===== src/rtl/rxg_pkg.sv =====
package rxg_pkg;
  localparam logic RECESSIVE = 1'b1;
  localparam logic DOMINANT  = 1'b0;

  typedef struct packed {
    logic tec;
    logic rec;
  } inc_t;
endpackage


===== src/rtl/rxg_mode_reg.sv =====
module rxg_mode_reg (
  input  logic clk,
  input  logic rst,
  input  logic wr_en,
  input  logic wr_val,
  input  logic init_bit,
  input  logic cce_bit,
  output logic mode_q
);
  logic set_ok;
  assign set_ok = init_bit & cce_bit;

  always_ff @(posedge clk) begin
    if (rst) begin
      mode_q <= 1'b0;
    end else if (wr_en) begin
      if (!wr_val)
        mode_q <= 1'b0;
      else if (set_ok)
        mode_q <= 1'b1;
    end
  end

  assert_set_guard_R2: assert property (@(posedge clk) disable iff (rst)
    $rose(mode_q) |-> $past(wr_en && wr_val && init_bit && cce_bit));
  assert_clear_any_R3: assert property (@(posedge clk) disable iff (rst)
    (wr_en && !wr_val) |=> !mode_q);
endmodule


===== src/rtl/rxg_idle_det.sv =====
module rxg_idle_det #(
  parameter int IDLE_BITS = 11,
  localparam int CNT_W = $clog2(IDLE_BITS + 1)
) (
  input  logic clk,
  input  logic rst,
  input  logic restart,
  input  logic sample,
  input  logic rx_bit,
  output logic idle
);
  import rxg_pkg::*;
  localparam logic [CNT_W-1:0] LIMIT = CNT_W'(IDLE_BITS);
  logic [CNT_W-1:0] cnt_q;

  always_ff @(posedge clk) begin
    if (rst || restart) begin
      cnt_q <= '0;
    end else if (sample) begin
      if (rx_bit != RECESSIVE)
        cnt_q <= '0;
      else if (cnt_q != LIMIT)
        cnt_q <= cnt_q + 1'b1;
    end
  end

  assign idle = (cnt_q == LIMIT);

  assert_cnt_cap_R7: assert property (@(posedge clk) disable iff (rst)
    cnt_q <= LIMIT);
  assert_dom_restart_R8: assert property (@(posedge clk) disable iff (rst)
    (sample && rx_bit == DOMINANT) |=> !idle);
endmodule


===== src/rtl/rxg_gate_top.sv =====
module rxg_gate_top #(
  parameter int IDLE_BITS = 11
) (
  input  logic clk,
  input  logic rst,
  input  logic cfg_wr_en,
  input  logic cfg_wr_mode,
  input  logic cfg_init,
  input  logic cfg_cce,
  input  logic pe_tx,
  input  logic pe_ack_slot,
  input  logic pe_err,
  input  logic pe_tec_inc,
  input  logic pe_rec_inc,
  input  logic rx_bit,
  input  logic rx_sample,
  output logic mode_o,
  output logic tx_o,
  output logic tec_inc_o,
  output logic rec_inc_o,
  output logic resync_o
);
  import rxg_pkg::*;

  logic mode_q, resync_q, idle, enter_resync;
  inc_t inc_q;

  rxg_mode_reg u_mode (
    .clk(clk), .rst(rst), .wr_en(cfg_wr_en), .wr_val(cfg_wr_mode),
    .init_bit(cfg_init), .cce_bit(cfg_cce), .mode_q(mode_q)
  );

  assign enter_resync = mode_q & pe_err;

  rxg_idle_det #(.IDLE_BITS(IDLE_BITS)) u_idle (
    .clk(clk), .rst(rst), .restart(enter_resync), .sample(rx_sample),
    .rx_bit(rx_bit), .idle(idle)
  );

  always_ff @(posedge clk) begin
    if (rst)
      resync_q <= 1'b0;
    else if (enter_resync)
      resync_q <= 1'b1;
    else if (!mode_q || idle)
      resync_q <= 1'b0;
  end

  always_ff @(posedge clk) begin
    if (rst) begin
      tx_o  <= RECESSIVE;
      inc_q <= '0;
    end else if (!mode_q) begin
      tx_o  <= pe_tx;
      inc_q <= '{tec: pe_tec_inc, rec: pe_rec_inc};
    end else begin
      tx_o  <= (pe_ack_slot && !resync_q) ? pe_tx : RECESSIVE;
      inc_q <= '0;
    end
  end

  assign mode_o    = mode_q;
  assign resync_o  = resync_q;
  assign tec_inc_o = inc_q.tec;
  assign rec_inc_o = inc_q.rec;

  assert_tx_gate_R5: assert property (@(posedge clk) disable iff (rst)
    (mode_q && !pe_ack_slot) |=> tx_o);
  assert_no_inc_R6: assert property (@(posedge clk) disable iff (rst)
    mode_q |=> (!tec_inc_o && !rec_inc_o));
  assert_quiet_resync_R7: assert property (@(posedge clk) disable iff (rst)
    (mode_q && resync_q) |=> tx_o);
  assert_exit_on_clear_R9: assert property (@(posedge clk) disable iff (rst)
    (!mode_q && !pe_err) |=> !resync_q);
endmodule


===== config.mk =====
export PLATFORM = sky130hd
export DESIGN_NAME = rxg_gate_top
export DESIGN_NICKNAME = d
export VERILOG_FILES = /design/src/rtl/rxg_pkg.sv /design/src/rtl/rxg_mode_reg.sv /design/src/rtl/rxg_idle_det.sv /design/src/rtl/rxg_gate_top.sv
export SDC_FILE = /design/constraint.sdc
export NUM_CORES = 1
export LEC_CHECK = 0
export ABC_AREA = 1
export BUFFER_PORTS_ARGS = -buffer_cell sky130_fd_sc_hd__buf_2
export CAP_MARGIN = 40
export CORE_AREA = 4 4 41 43
export CTS_BUF_LIST = sky130_fd_sc_hd__clkbuf_4 sky130_fd_sc_hd__clkbuf_8
export DETAILED_ROUTE_END_ITERATION = 16
export DIE_AREA = 0 0 45 47
export GPL_TIMING_DRIVEN = 0
export PLACE_DENSITY_LB_ADDON = 0.3
export SYNTH_ARGS = -nofsm -noshare
export SYNTH_HDL_FRONTEND = slang
export SYNTH_SLANG_ARGS = --single-unit

===== constraint.sdc =====
create_clock -name clk -period 1.3 [get_ports clk]
set_clock_uncertainty 0.2 [all_clocks]
set_input_delay 0.065 -clock clk [delete_from_list [all_inputs] [get_ports clk]]
set_output_delay 0.065 -clock clk [all_outputs]
set_load 0.05 [all_outputs]

---- Word-level counts from Yosys, hierarchy flattened ----
Index checks and enable logic that the tools add are counted.
W data, S select, Z words.
word-level totals
  register bits after elaboration ......... 9
  bits in latches ......................... 0
  bits in writable memories ............... 0
  bits in read-only memories .............. 0
  bits of input ports ..................... 13
  output and inout bits ................... 5
  logic and storage cells ................. 30
  memories ................................ 0
cells by class
  $add $sub $neg .......................... 1
  $mul .................................... 0
  div/mod/pow operators ................... 0
  magnitude comparators ................... 0
  eq/ne operators ......................... 4
  shifts and indexed selects .............. 0
  multiplexer cells ....................... 8
  bitwise gates (word level) .............. 2
  reductions and logical operators ........ 9
operator list
  cell                   count
  $mux W4                2
  $mux W1                6
  $add A4 B1 Y4 const B  1
  $eq A4 B4 Y1 const B   1
  $ne A2 B1 Y1 const B   2
  $ne A4 B4 Y1 const B   1
  $reduce_and A2 Y1      2
  $and A1 B1 Y1          2
  $logic_not A1 Y1       2
  $logic_or A1 B1 Y1     2
  $reduce_bool A2 Y1     1
  $reduce_or A2 Y1       1
  $logic_and A1 B1 Y1    1

---- Logic depth before layout (Yosys ltp) ----
  depth in word-level cells ............... 4
  gate-level depth with buffers ........... 7
  depth with buffers taken out ............ 7

---- Cells and area by module ----
A second synthesis with hierarchy kept.
unflattened totals
  cell total of the unflattened synthesis .. 66
  area, all modules ....................... 460.4 µm²
modules (own cells, without submodules)
  module        instances  cells each  area each (µm²)  seq. area each (µm²)
  rxg_idle_det  1          40          261.5            80.1
  rxg_gate_top  1          18          146.4            80.1
  rxg_mode_reg  1          8           52.6             20.0

---- Worst setup path after synthesis ----
No wires, ideal clock.
  path type ............................... flip-flop to flip-flop
  start point ............................. reg u_mode.mode_q
  end point ............................... reg u_idle.cnt_q[0]
  library setup time ...................... 0.116 ns
  arrival time ............................ 1.052 ns
  required time ........................... 0.984 ns
  setup slack ............................. -0.068 ns
  cell stages (with the launch flop) ...... 4
  buffers on the path ..................... 0
  clock period less this slack ............ 1.368 ns
  cells stage by stage .................... dfxtp_1 a21oi_1 o21ai_0 nor2_1
on the way
  cells in the longest elaborated chain, start to end .. 2
ends and longest elaborated chain
  what                    line                RTL
  start, declared         rxg_mode_reg.sv:8   output logic mode_q
  start signal, assigned  rxg_mode_reg.sv:15  mode_q <= 1'b0;
  start signal, assigned  rxg_mode_reg.sv:18  mode_q <= 1'b0;
  start signal, assigned  rxg_mode_reg.sv:20  mode_q <= 1'b1;
  $and A1 B1 Y1           rxg_gate_top.sv:33  assign enter_resync = mode_q & pe_err;
  $logic_or A1 B1 Y1      rxg_idle_det.sv:17  if (rst || restart) begin
  end signal, assigned    rxg_idle_det.sv:23  cnt_q <= cnt_q + 1'b1;
  end, declared           rxg_idle_det.sv:14  logic [CNT_W-1:0] cnt_q;
Every way passes these cells.
A chain may end at the register's enable or synchronous reset.

---- Final worst setup path ----
  start point ............................. reg u_mode.mode_q
  end point ............................... out mode_o
RTL lines
  what           line                RTL
  end, declared  rxg_gate_top.sv:17  output logic mode_o,
No word-level cell between the ends.

==> out/metrics.csv <==
stage;metric;value;unit
critical_path;crit_path_end_kind;output port;
critical_path;cp-startpoint;u_mode.mode_q;
floorplan;die_w;45;um
critical_path;crit_chain;buf_2;
critical_path;critPathRequiredTime;1.03;ns
final_layout;instances_no_fill;105;
critical_path;worstSetupPathType;reg2out;
logic_synthesis;asyncSetResetFlopFracSynth;0;
critical_path;worst_setup_sp_type;flip-flop;
final_layout;post_route_cells_drive_above_1_share;0.333;
logic_synthesis;ys_ff_latch;9;
global_route;grt-ovfl-total;0;
floorplan;dieArea;2120;um^2
final_layout;layout.cells.most_common;buf_2;
power_and_ir_drop;pwr-share-clk;0.356;
timing;maxSlewHeadroom;0.833;
global_route;antenna_found_initial;0;
logic_synthesis;synthesis.instances;57;
routing;route.detailed.drc;0;
logic_synthesis;number_of_enable_flip_flop_cells_after_synthesis;0;
logic_synthesis;postSynthAreaPerCell;7.29;um^2
logic_synthesis;synth_sequential_area_ratio;0.434;
power_and_ir_drop;ir_worst_vdd;0.522;mV
logic_synthesis;synthDominantCellAreaShare;0.434;
logic_synthesis;synth.largest_area_cell;dfxtp_1;
global_route;first_global_vias;469;
final_layout;final_cell_mix;buf_2 (17), nand2_1 (12), dlygate4sd3_1 (12);
cts;cts_root_buf;clkbuf_4;
timing;setup-violations-final;0;
timing;final.period_utilization;0.935;
job;max-cap-violations;0;
final_layout;final_util;0.544;
final_layout;num-nets-final;105;
cts;clk_pin_slew;0.06;ns
place;finalWeightedCongestion;0.750;
logic_synthesis;synth_fp_nets;71;
floorplan;std_cell_rows;13;
cts;clkLatencyLatePin;0.26;ns
floorplan;chipHeight;47;um
final_layout;antenna_cells;0;
worst_hold_path;min_delay_path_class;reg2reg;
power_and_ir_drop;pwr_density_cell;926;nW/um^2
timing;worstMarginPinSlew;0.252;ns
power_and_ir_drop;seq_power_share;0.453;
routing;detail-route-antenna-nets;0;
cts;htree_num_levels;1;
logic_synthesis;ys_warn_count;0;
routing;sum_of_routed_wire_length_over_all_layers;1.06;mm
place;place.port_buffers;17;
logic_synthesis;syn_std_cell_area;415;um^2
routing;drt_pre_antenna_iters;3;
power_and_ir_drop;netSwitchingFraction;0.259;
floorplan;floorplan.initialDensity;0.319;
routing;drt_iter0_markers;1;
critical_path;worst-path-buf-inv;1;
final_layout;area_growth;70.5;%
power_and_ir_drop;net-switching-power;0.000170;W
critical_path;arrival;0.95;ns
floorplan;top_level_ports;18;
status;status;completed;
global_route;grt_use_total;0.124;
global_route;pin_count_of_the_biggest_net_entering_global_routing;9;
timing;maxClockFrequency;823;MHz
critical_path;worst_path_max_delay_cell;dfxtp_2;
place;place_inst;89;
routing;dr_wl_cell;10.1;um
logic_synthesis;ys.flop_type;dfxtp_1;
routing;dr_total_vias;458;
floorplan;core_area;1300;um^2
cts;clock_sinks;9;
critical_path;r2r-start;u_idle.cnt_q[0];
logic_synthesis;synth.area.top_cells;dfxtp_1 (43%), nand2_1 (11%), inv_1 (8.1%), nand3_1 (7.2%), nor2_1 (5.4%);
worst_hold_path;worstHoldStart;resync_o;
power_and_ir_drop;power.leakage;0.312;nW
cts;cts-root-to-sink-buffers;2;
global_route;global_route_wire_length_before_repair;1.84;mm
timing;report.final.slew_viol_count;0;
critical_path;crit_path_max_incr_delay;0.40;ns
place;dp_hpwl;695;um
final_layout;filler_cell_count;127;
critical_path;path_max_fanout;8;
critical_path;reg2reg_setup_slack;0.09;ns
timing;timing.final.crit_period;1.22;ns
cts;cts-buffers-inserted;3;
power_and_ir_drop;intPower;0.000486;W
cts;post-cts-setup-buffers;0;
logic_synthesis;yosysUniqueCellTypes;16;
critical_path;cpLargestDelayFamily;flip-flops;
routing;route.detailed.vias_per_inst;4.36;
power_and_ir_drop;power.share.combinational;0.191;
timing;finalHoldViolCount;0;
cts;cts_tree;done;
stage by stage:
step	hold slack [ns]	setup WS (ns)	setup TNS (ns)	cell area, um^2	power [W]
after floorplan	-0.0659	0.0747	0	417	0.000357
after global placement	0.0723	-0.0221	-0.0358	520	0.000391
after detailed placement	0.0766	-0.0502	-0.142	520	0.000393
after CTS	0.301	0.0289	0	686	0.000662
after global routing	0.330	-0.00175	-0.00175	708	0.000693
final	0.313	0.0849	0	708	0.000656
Yosys cell counts, types with 2 or more instances:
cell type and n:
a21oi_1 3, dfxtp_1 9, inv_1 9, nand2_1 12, nand3_1 6, nor2_1 6
nor3b_1 2, o21ai_0 2
registers in the layout, indices dropped and copies added, names as in the netlist:
signal and flops:
resync_o 1, tec_inc_o 1, u_idle.cnt_q 4, rec_inc_o 1
u_mode.mode_q 1, tx_o 1
timing repair:
action                                 in CTS  in global routing
pin swaps                                   2                  2
endpoints found under the hold margin       9                  0
setup endpoints to repair                   4                  4
hold buffers                               12                  0
gates resized for setup                     4                  6
final timing paths:
check,end,cells past startpoint
min,resync_o,2
min reg2reg,resync_o,2
max reg2reg,u_idle.cnt_q[2],5
max,mode_o,1
layer usage:
| metal | vias to the layer above | wire [um] | track usage | part of all wire |
|---|---|---|---|---|
| met5 | - | 0 | 0 | 0 |
| met4 | 0 | 19 | 0.123 | 0.018 |
| met3 | 2 | 27 | 0.0115 | 0.025 |
| met2 | 10 | 567 | 0.212 | 0.53 |
| met1 | 195 | 450 | 0.131 | 0.42 |
| li1 | 251 | - | - | - |
cell type report:
type,count,area [um^2],share of cell area
clock buffer,4,30.0,0.0424
inverter,10,37.5,0.0530
multi-input combinational,38,228,0.322
sequential,9,189,0.267
tap,15,18.8,0.0265
timing repair buffer,29,205,0.290
kinds of logic after synthesis:
group,count (synthesis),share of synthesized area
DFF,9,0.434
buffers and inverters,10,0.0903
and+or+nand+nor,29,0.331
AOI/OAI and AO/OA,8,0.114
adders and majority gates,1,0.0301
power groups by stage:
stage | registers, W | clock network (W) | logic, W
2_1_floorplan | 0.000326 | 0 | 0.0000311
6_report | 0.000297 | 0.000233 | 0.000125
3_3_place_gp | 0.000301 | 0 | 0.0000905
4_1_cts | 0.000298 | 0.000243 | 0.000121
5_1_grt | 0.000299 | 0.000256 | 0.000138
3_5_place_dp | 0.000301 | 0 | 0.0000919
Power figures use the tool's default switching activity.
